===== config.mk =====
export PLATFORM = sky130hd
export DESIGN_NAME = rsvd_nop_seq
export DESIGN_NICKNAME = d
export VERILOG_FILES = /design/src/rtl/rsvd_nop_pkg.sv /design/src/rtl/rsvd_nop_decode.sv /design/src/rtl/rsvd_nop_steps.sv /design/src/rtl/rsvd_nop_agu.sv /design/src/rtl/rsvd_nop_seq.sv
export SDC_FILE = /design/constraint.sdc
export NUM_CORES = 1
export LEC_CHECK = 0
export BUFFER_PORTS_ARGS = -buffer_cell sky130_fd_sc_hd__buf_4
export CAP_MARGIN = 0
export CORE_MARGIN = 3
export CORE_UTILIZATION = 45
export DETAILED_ROUTE_END_ITERATION = 6
export PLACE_DENSITY = 0.68
export SLEW_MARGIN = 30
export SYNTH_ARGS = -nofsm -noshare
export SYNTH_HDL_FRONTEND = slang
export SYNTH_SLANG_ARGS = --single-unit

===== constraint.sdc =====
create_clock -name clk -period 2.8 [get_ports clk]
set_clock_uncertainty 0.15 [all_clocks]
set_input_delay 0.14 -clock clk [delete_from_list [all_inputs] [get_ports clk]]
set_output_delay 0.14 -clock clk [all_outputs]
set_load 0.02 [all_outputs]

===== src/rtl/rsvd_nop_pkg.sv =====
package rsvd_nop_pkg;

   // kind of work one opcode asks of the sequencer
   typedef enum logic [2:0] {
      K_NONE,   // not a reserved opcode
      K_ONE,    // single cycle, single byte
      K_HAND,   // passed back to the core
      K_IMM2,   // operand fetched and dropped
      K_ZP3,    // zero-page dummy read
      K_ZPX4,   // indexed zero-page dummy read
      K_ABS4,   // absolute dummy read
      K_LONG8   // two operands, five high-page reads
   } nop_kind_e;

   localparam int STEP_W = 4;

   function automatic logic [STEP_W-1:0] kind_len(nop_kind_e k);
      case (k)
         K_IMM2:  return 4'd2;
         K_ZP3:   return 4'd3;
         K_ZPX4:  return 4'd4;
         K_ABS4:  return 4'd4;
         K_LONG8: return 4'd8;
         default: return 4'd1;
      endcase
   endfunction

   function automatic logic is_multi(nop_kind_e k);
      return (k == K_IMM2) || (k == K_ZP3) || (k == K_ZPX4) ||
             (k == K_ABS4) || (k == K_LONG8);
   endfunction

endpackage


===== src/rtl/rsvd_nop_decode.sv =====
module rsvd_nop_decode
   import rsvd_nop_pkg::*;
#(
   parameter int DATA_W      = 8,
   parameter bit NEW_VARIANT = 1'b1
) (
   input  logic [DATA_W-1:0] opcode,
   output nop_kind_e         kind,
   output logic [1:0]        hand_len
);

   nop_kind_e  bit_kind;
   logic [3:0] lo_nib;
   logic [3:0] hi_nib;

   assign lo_nib = opcode[3:0];
   assign hi_nib = opcode[7:4];

   // variant pick for the x7 / xF columns
   generate
      if (NEW_VARIANT) begin : g_new_cols
         assign bit_kind = K_HAND;
      end else begin : g_old_cols
         assign bit_kind = K_ONE;
      end
   endgenerate

   always_comb begin
      kind     = K_NONE;
      hand_len = 2'd0;
      case (lo_nib)
         4'h3: kind = K_ONE;
         4'hB: begin
            if (opcode == 8'hCB || opcode == 8'hDB) begin
               kind     = K_HAND;
               hand_len = 2'd1;
            end else begin
               kind = K_ONE;
            end
         end
         4'h7, 4'hF: begin
            kind = bit_kind;
            if (bit_kind == K_HAND) hand_len = (lo_nib == 4'h7) ? 2'd2 : 2'd3;
         end
         4'h2: if (!hi_nib[0] && hi_nib != 4'hA) kind = K_IMM2;
         4'h4: begin
            if (opcode == 8'h44) kind = K_ZP3;
            else if (opcode == 8'h54 || opcode == 8'hD4 || opcode == 8'hF4) kind = K_ZPX4;
         end
         4'hC: begin
            if (opcode == 8'h5C) kind = K_LONG8;
            else if (opcode == 8'hDC || opcode == 8'hFC) kind = K_ABS4;
         end
         default: kind = K_NONE;
      endcase
   end

endmodule


===== src/rtl/rsvd_nop_steps.sv =====
module rsvd_nop_steps
   import rsvd_nop_pkg::*;
(
   input  logic              clk,
   input  logic              rst_n,
   input  logic              start,
   input  nop_kind_e         kind,
   output logic              active,
   output logic              launch,
   output logic              last,
   output nop_kind_e         kind_q,
   output logic [STEP_W-1:0] step_q
);

   logic active_q;

   assign active = active_q;
   assign launch = start && !active_q && is_multi(kind);
   assign last   = active_q && (step_q == kind_len(kind_q));

   always_ff @(posedge clk or negedge rst_n) begin
      if (!rst_n) begin
         active_q <= 1'b0;
         step_q   <= '0;
         kind_q   <= K_NONE;
      end else if (launch) begin
         active_q <= 1'b1;
         step_q   <= 4'd2;
         kind_q   <= kind;
      end else if (active_q) begin
         if (last) begin
            active_q <= 1'b0;
            step_q   <= '0;
            kind_q   <= K_NONE;
         end else begin
            step_q <= step_q + 4'd1;
         end
      end
   end

endmodule


===== src/rtl/rsvd_nop_agu.sv =====
module rsvd_nop_agu
   import rsvd_nop_pkg::*;
#(
   parameter int ADDR_W = 16,
   parameter int DATA_W = 8
) (
   input  logic              clk,
   input  logic              rst_n,
   input  logic              launch,
   input  logic              active,
   input  nop_kind_e         kind_q,
   input  logic [STEP_W-1:0] step_q,
   input  logic [ADDR_W-1:0] pc,
   input  logic [DATA_W-1:0] x_reg,
   input  logic [DATA_W-1:0] rdata,
   output logic              rd_en,
   output logic [ADDR_W-1:0] addr,
   output logic              pc_inc
);

   localparam int PAGE_W = ADDR_W - DATA_W;
   localparam logic [PAGE_W-1:0] PAGE_ZERO = '0;
   localparam logic [PAGE_W-1:0] PAGE_TOP  = '1;
   localparam logic [ADDR_W-1:0] ONE_A     = {{(ADDR_W-1){1'b0}}, 1'b1};

   logic [ADDR_W-1:0] base_q;
   logic [DATA_W-1:0] x_q, lo_q, hi_q, zpx;
   logic              second_fetch;

   assign zpx          = lo_q + x_q;
   assign second_fetch = (step_q == 4'd3) && (kind_q == K_ABS4 || kind_q == K_LONG8);

   always_ff @(posedge clk or negedge rst_n) begin
      if (!rst_n) begin
         base_q <= '0;
         x_q    <= '0;
         lo_q   <= '0;
         hi_q   <= '0;
      end else begin
         if (launch) begin
            base_q <= pc;
            x_q    <= x_reg;
         end
         if (active && step_q == 4'd2) lo_q <= rdata;
         if (active && second_fetch)   hi_q <= rdata;
      end
   end

   always_comb begin
      rd_en  = 1'b0;
      pc_inc = 1'b0;
      addr   = '0;
      if (active) begin
         if (step_q == 4'd2) begin
            rd_en  = 1'b1;
            pc_inc = 1'b1;
            addr   = base_q;
         end else if (second_fetch) begin
            rd_en  = 1'b1;
            pc_inc = 1'b1;
            addr   = base_q + ONE_A;
         end else begin
            case (kind_q)
               K_ZP3: begin
                  rd_en = 1'b1;
                  addr  = {PAGE_ZERO, lo_q};
               end
               K_ZPX4: begin
                  rd_en = 1'b1;
                  addr  = (step_q == 4'd4) ? {PAGE_ZERO, zpx} : {PAGE_ZERO, lo_q};
               end
               K_ABS4: begin
                  rd_en = 1'b1;
                  addr  = {hi_q, lo_q};
               end
               K_LONG8: begin
                  rd_en = 1'b1;
                  addr  = {PAGE_TOP, lo_q};
               end
               default: rd_en = 1'b0;
            endcase
         end
      end
   end

endmodule


===== src/rtl/rsvd_nop_seq.sv =====
module rsvd_nop_seq
   import rsvd_nop_pkg::*;
#(
   parameter int ADDR_W      = 16,
   parameter int DATA_W      = 8,
   parameter bit NEW_VARIANT = 1'b1
) (
   input  logic              clk,
   input  logic              rst_n,
   input  logic              start,
   input  logic [DATA_W-1:0] opcode,
   input  logic [DATA_W-1:0] x_reg,
   input  logic [ADDR_W-1:0] pc,
   input  logic [DATA_W-1:0] rdata,
   output logic              rd_en,
   output logic [ADDR_W-1:0] addr,
   output logic              pc_inc,
   output logic              busy,
   output logic              done,
   output logic              handoff,
   output logic [1:0]        hand_len,
   output logic              not_mine
);

   if (DATA_W != 8) begin : g_bad_data_w
      $error("rsvd_nop_seq: DATA_W must be 8");
   end
   if (ADDR_W != 2 * DATA_W) begin : g_bad_addr_w
      $error("rsvd_nop_seq: ADDR_W must be twice DATA_W");
   end

   nop_kind_e         kind, kind_q;
   logic [1:0]        dec_len;
   logic              active, launch, last, fresh;
   logic [STEP_W-1:0] step_q;

   rsvd_nop_decode #(.DATA_W(DATA_W), .NEW_VARIANT(NEW_VARIANT)) i_decode (
      .opcode   (opcode),
      .kind     (kind),
      .hand_len (dec_len)
   );

   rsvd_nop_steps i_steps (
      .clk    (clk),
      .rst_n  (rst_n),
      .start  (start),
      .kind   (kind),
      .active (active),
      .launch (launch),
      .last   (last),
      .kind_q (kind_q),
      .step_q (step_q)
   );

   rsvd_nop_agu #(.ADDR_W(ADDR_W), .DATA_W(DATA_W)) i_agu (
      .clk    (clk),
      .rst_n  (rst_n),
      .launch (launch),
      .active (active),
      .kind_q (kind_q),
      .step_q (step_q),
      .pc     (pc),
      .x_reg  (x_reg),
      .rdata  (rdata),
      .rd_en  (rd_en),
      .addr   (addr),
      .pc_inc (pc_inc)
   );

   // a start only counts when nothing is running
   assign fresh    = start && !active;
   assign busy     = launch || active;
   assign done     = (fresh && kind == K_ONE) || last;
   assign handoff  = fresh && (kind == K_HAND);
   assign hand_len = handoff ? dec_len : 2'd0;
   assign not_mine = fresh && (kind == K_NONE);

endmodule


### Yosys cells after proc, flatten, opt, wreduce, memory -nomap -nowiden

Index checks and enable logic that the tools add are counted.

* output and inout bits: 24
* input port bits: 43
* register bits: 48
* logic and storage cells: 106

* equal/unequal tests: 33
* muxes and demuxes: 33
* reductions and logical operators: 30
* $add $sub $neg: 3

Operators with widths (number)
* one-hot mux 16 bit (4 select lines): 1
* == test 8 bit, second input constant: 6
* 2-to-1 mux 16 bit: 3
* == test 3 bit, second input constant: 8
* == test 8 x 7 -> 1 bit, second input constant: 3
* 2-to-1 mux 3 bit: 7
* one-hot mux 3 bit (6 select lines): 1
* adder 16 x 1 -> 16 bit, second input constant: 1
* == test 4 x 2 -> 1 bit, second input constant: 4
* one-hot mux 4 bit (4 select lines): 1
* == test 4 x 3 -> 1 bit, second input constant: 3
* == test 4 bit, second input constant: 3
* 2-to-1 mux 1 bit: 12
* 2-to-1 mux 4 bit: 3
* logical OR 1 bit: 11
* logical AND 1 bit: 10
* == test 3 x 2 -> 1 bit, second input constant: 3
* adder 8 bit: 1
* 2-to-1 mux 8 bit: 1
* 2-to-1 mux 2 bit: 3
* adder 4 x 1 -> 4 bit, second input constant: 1
* == test 4 bit: 1
* != test 4 bit, second input constant: 1
* one-hot mux 2 bit (2 select lines): 1
* other kinds (7): 10

### Longest topological paths before layout

* depth after elaboration: 14
* gate-level depth with buffers: 8
* gate-level depth less buffers: 8

### Modules after synthesis

A second synthesis with hierarchy kept.

* cells, all modules: 357
* area total of the unflattened synthesis: 3360.7 um^2

Modules (own cells, without submodules)
* rsvd_nop_agu: instances 1, area each 2623.8 um^2, cells each 273
* rsvd_nop_steps: instances 1, area each 531.8 um^2, cells each 55
* rsvd_nop_decode: instances 1, area each 137.6 um^2, cells each 19
* rsvd_nop_seq: instances 1, area each 67.6 um^2, cells each 10

### Least setup slack after synthesis

No wires, ideal clock.

* path kind: flip-flop to output port
* from: register i_agu.lo_q[0]
* to: output addr[6]
* data arrival time: 2.074 ns
* setup slack: 0.436 ns
* required time: 2.510 ns
* path buffers: 0
* cell stages (with the launch flop): 9
* cells stage by stage: dfrtp_1 ha_1 fa_1 a21o_1 a21oi_1 o21ai_0 xor2_1 nand3_1 a31oi_1

* cells in the longest elaborated chain, start to end: 6

RTL lines
* from (decl): RTL line rsvd_nop_agu.sv:27 `logic [DATA_W-1:0] x_q, lo_q, hi_q, zpx;`
* from (signal assigned): RTL line rsvd_nop_agu.sv:44 `if (active && step_q == 4'd2) lo_q <= rdata;`
* adder 8 bit: RTL line rsvd_nop_agu.sv:30 `assign zpx = lo_q + x_q;`
* 2-to-1 mux 8 bit: RTL line rsvd_nop_agu.sv:70 `addr = (step_q == 4'd4) ? {PAGE_ZERO, zpx} : {PAGE_ZERO, lo_q};`
* one-hot mux 16 bit (4 select lines): RTL line rsvd_nop_agu.sv:63 `case (kind_q)`
* 2-to-1 mux 16 bit: RTL line rsvd_nop_agu.sv:58 `end else if (second_fetch) begin`
* 2-to-1 mux 16 bit: RTL line rsvd_nop_agu.sv:54 `if (step_q == 4'd2) begin`
* 2-to-1 mux 16 bit: RTL line rsvd_nop_agu.sv:53 `if (active) begin`
* to (decl): RTL line rsvd_nop_seq.sv:16 `output logic [ADDR_W-1:0] addr,`

No other way between the ends.

### Worst setup path in the final report

* from: register i_steps.step_q[1]
* to: output addr[5]

* cells in the longest elaborated chain, start to end: 6
* elaborated cells on any way between the ends: 9
* those cells by class: eq/ne (3); mux (5); reduce/logical (1)

RTL lines
* from (decl): RTL line rsvd_nop_steps.sv:12 `output logic [STEP_W-1:0] step_q`
* from (signal assigned): RTL line rsvd_nop_steps.sv:36 `step_q <= step_q + 4'd1;`
* == test 4 x 3 -> 1 bit: RTL line rsvd_nop_agu.sv:70
* 2-to-1 mux 8 bit: RTL line rsvd_nop_agu.sv:70
* one-hot mux 16 bit (4 select lines): RTL line rsvd_nop_agu.sv:63
* 2-to-1 mux 16 bit: RTL line rsvd_nop_agu.sv:58
* 2-to-1 mux 16 bit *: RTL line rsvd_nop_agu.sv:54
* 2-to-1 mux 16 bit *: RTL line rsvd_nop_agu.sv:53

Mark *: on every way between the ends. The rest lies on a longest branch, timed or not.

==> key figures <==
Outcome
  – Status: finished clean

Critical path
  – Worst Setup End Kind: primary output
  – Max incr delay on CP: 0.45 ns
  – Req. time, crit path: 2.51 ns
  – Reg-to-reg startpoint: i_steps.kind_q[1]
  – Worst-path maximum fanout: 13
  – CP most frequent cell: buf_4
  – Worst Path Buf+Inv: 2
  – RR Endpoint: i_steps.kind_q[1]
  – Critical path data arrival time: 2.42 ns
  – Highest-delay cell along the critical path: dfrtp_2
  – Flop-to-flop setup slack: 0.67 ns
  – Worst path top cell family by delay: compound AO/OA/AOI/OAI gates
  – Reg2reg path depth: 7
  – Cell Chain, Critical Path: ha_1 -> nand4_1 -> buf_4 -> o31ai_1 -> a31oi_1 -> o32ai_1 -> buf_4
  – Critical path class: reg -> out
  – CP Launch Type: register

Worst hold path
  – Worst min-delay path category: in -> reg
  – Hold wc startpoint: opcode[1]
  – Hold endpoint: i_steps.kind_q[1]
  – Hold depth: 3

STA
  – Fmax: 369 MHz
  – Worst slew margin: 0.496
  – Crit path time final: 2.71 ns
  – Final worst setup slack: 0.0895 ns
  – Setup_tns: 0 ns
  – WHS: 0.114 ns
  – Slew Limit Fails: 0
  – Setup violators final: 0
  – Hold Vio Cnt, Final: 0
  – Slew @ Worst Pin: 0.748 ns
  – Crit share post-route: 0.968
  – RSZ-0062 raised after global routing: yes

Routing
  – Initial DRT Pass Iterations: 4
  – WL final: 9300 µm
  – DR iter-0 viols: 180
  – Per-cell routed wire length: 16.1 µm
  – Via/cell ratio: 5.57
  – Post-route DRC: 0
  – Final ANT Viol Nets: 0
  – Detailed-route via count: 3216

Power and ir drop
  – Power Dens Cells: 820 nW/µm²
  – Leak: 2.19 nW
  – Peak VDD IR: 0.499 mV
  – Power Total: 0.00373 W

Die
  – Die W: 93.4 µm
  – Core footprint: 7330 µm²
  – Num rows: 31
  – Die Ht: 93.4 µm
  – Initial Util: 0.469
  – Die area: 8730 µm²
  – I/O pin cnt: 67

Cells and area
  – Filler cell count in the final layout: 630
  – Share of cells above drive strength 1: 0.289
  – Synthesis-to-layout area growth: 32.4%
  – Multi-input gate area: 2100 µm²
  – Diodes inserted: 0
  – Finished Core Util: 0.621
  – FF/Latch Area: 1200 µm²
  – Nets: 532

Global route
  – Tot GR Track Use: 0.216
  – Antenna violations before repair: 0
  – Vias in the first global route: 3163
  – First-pass GRT wire length: 15100 µm
  – Largest net degree at the start of global routing: 49
  – Gr ovfl total: 0

CTS
  – H-tree Lvls: 2
  – Clk_lat worst skew: 0.30 ns
  – Worst-path clk slew: 0.09 ns
  – CTS root buf: clkbuf_8
  – CTS tree: done
  – Total CTS buffers: 5
  – Largest buffer count on any clock path: 2
  – CTS sink count: 48

Synth
  – #FFs+latches synth: 48
  – Syn nets: 429
  – Synth Cell Area: 3440 µm²
  – Post-synth cell types: 62
  – EDFF count, synth: 0
  – Yosys warning total: 0
  – Most used DFF post-synth: dfrtp_1
  – Register area share after synthesis: 0.349
  – Avg Cell Area, Syn: 9.19 µm²
  – Post-Syn Instances: 374
  – Share of flip-flops with an asynchronous set or reset: 1.00

Place
  – PortBufs: 66
  – Routability cong.: 0.903
  – HPWL after detailed placement: 6700 µm
  – Worst slack, placed: 0.323 ns

Run
  – Max Cap Viol: 0
==> worst register-to-register path: cells and delay by family (launching register included) <==
kind / cells / cell delay [ns]
buffers and inverters: 2 / 0.40
AND/OR/NAND/NOR: 2 / 0.45
AO/OA/AOI/OAI: 3 / 0.55
flip-flops: 1 / 0.47
==> per-layer routing <==
metal | vias up | track usage | wire length (µm)
met1 | 1549 | 0.293 | 4340
li1 | 1574 | - | -
met3 | 14 | 0.0338 | 360
met2 | 79 | 0.365 | 4480
met5 | - | 0 | 0
met4 | 0 | 0.0464 | 119
==> synth_stat cells (2+ instances only) <==
cell type	instances	area, µm²
nand4_1	5	31.3
mux2i_1	5	50.1
o211ai_1	3	22.5
a41oi_1	2	17.5
o21ai_0	36	180
o211a_1	2	20.0
mux2_2	9	101
and3b_1	2	17.5
nor4_1	3	18.8
nand2_1	57	214
and4_1	2	17.5
nand3b_1	5	37.5
a21o_1	5	37.5
nor2b_1	4	25.0
a21oi_1	17	85.1
dfrtp_1	48	1200
and3_1	5	31.3
clkbuf_1	9	33.8
inv_1	12	45.0
nor2_1	23	86.3
a221oi_1	3	26.3
a31oi_1	8	50.1
buf_12	2	40.0
mux2_4	24	360
nand3_1	17	85.1
nor4b_1	2	17.5
nor3b_1	3	22.5
or4_1	2	15.0
nor3_1	8	40.0
nand2b_1	3	18.8
ha_1	11	138
buf_2	3	15.0
xor2_1	5	43.8
==> per-stage QoR <==
stage | cell area [µm²] | std cells
after floorplan | 3440 | 374
after global placement | 4050 | 535
after detailed placement | 4050 | 535
after CTS | 4520 | 576
after global routing | 4550 | 577
final | 4550 | 577
==> worst max-delay path by stage <==
stage,startpoint,to,slack (ns),depth (start not counted)
floorplan,i_agu.lo_q[0],addr[6],0.44,8
global placement,i_agu.lo_q[0],addr[6],0.34,9
detailed placement,i_agu.lo_q[0],addr[4],0.32,9
CTS,i_agu.lo_q[0],addr[4],0.02,9
global route,i_steps.step_q[1],addr[5],-0.02,7
finish,i_steps.step_q[1],addr[5],0.09,7
==> logic make-up after synthesis <==
family                     share of synthesized area
xor gates and xnor gates                      0.0127
muxes                                          0.149
buffers and inverters                         0.0462
and+or+nand+nor                                0.224
AOI/OAI and AO/OA                              0.173
DFF                                            0.349
adders and majority gates                     0.0459
==> cell usage in the layout, fill, tap and decap left out, types with 2 or more instances in the layout <==
master,count
o211ai_1,3
dlygate4sd3_1,33
nand2_1,57
clkbuf_8,5
dfrtp_2,2
a21oi_1,16
dfrtp_1,46
nand3_1,17
ha_1,10
buf_4,78
or4_1,2
nor2b_1,4
nand3b_1,5
and4_1,2
a221oi_1,2
mux2_2,9
nor2_2,2
nor4b_1,2
nor3_1,8
mux2i_1,5
and3_1,5
o211a_1,2
o21ai_0,35
nand4_1,5
nand2b_1,3
a21o_1,5
nor4_1,3
a41oi_1,2
bufinv_16,2
mux2_4,24
nor2_1,21
inv_1,12
xor2_1,5
and3b_1,2
nor3b_1,3
a31oi_1,8
==> report_power, final <==
group	leakage [nW]	total (W)	internal (W)	switching, W
Combinational	1.53	0.00178	0.000893	0.000889
Clock	0.0687	0.000612	0.000360	0.000253
Sequential	0.584	0.00133	0.000956	0.000379
Total	2.19	0.00373	0.00221	0.00152
==> final cells by class <==
class / count / share of cell area
Clock buffer: 5 / 0.0151
Tap cell: 99 / 0.0272
Multi-Input combinational cell: 298 / 0.462
Timing Repair Buffer: 112 / 0.206
Inverter: 12 / 0.00990
Clock inverter: 3 / 0.0151
Sequential cell: 48 / 0.265
==> sequential cells by signal, summed over array words and instances, names as in the netlist <==
register,cells
i_steps.active,1
i_steps.kind_q,3
i_steps.step_q,4
i_agu.lo_q,8
i_agu.base_q,16
i_agu.x_q,8
i_agu.hi_q,8
==> what timing repair did <==
item	CTS	global route
setup endpoints to repair	2	11
endpoints found under the hold margin	88	0
pin swaps	1	4
hold buffers	33	0
resized for setup	1	9
setup buffers	0	1
Power figures use the tool's default switching activity.
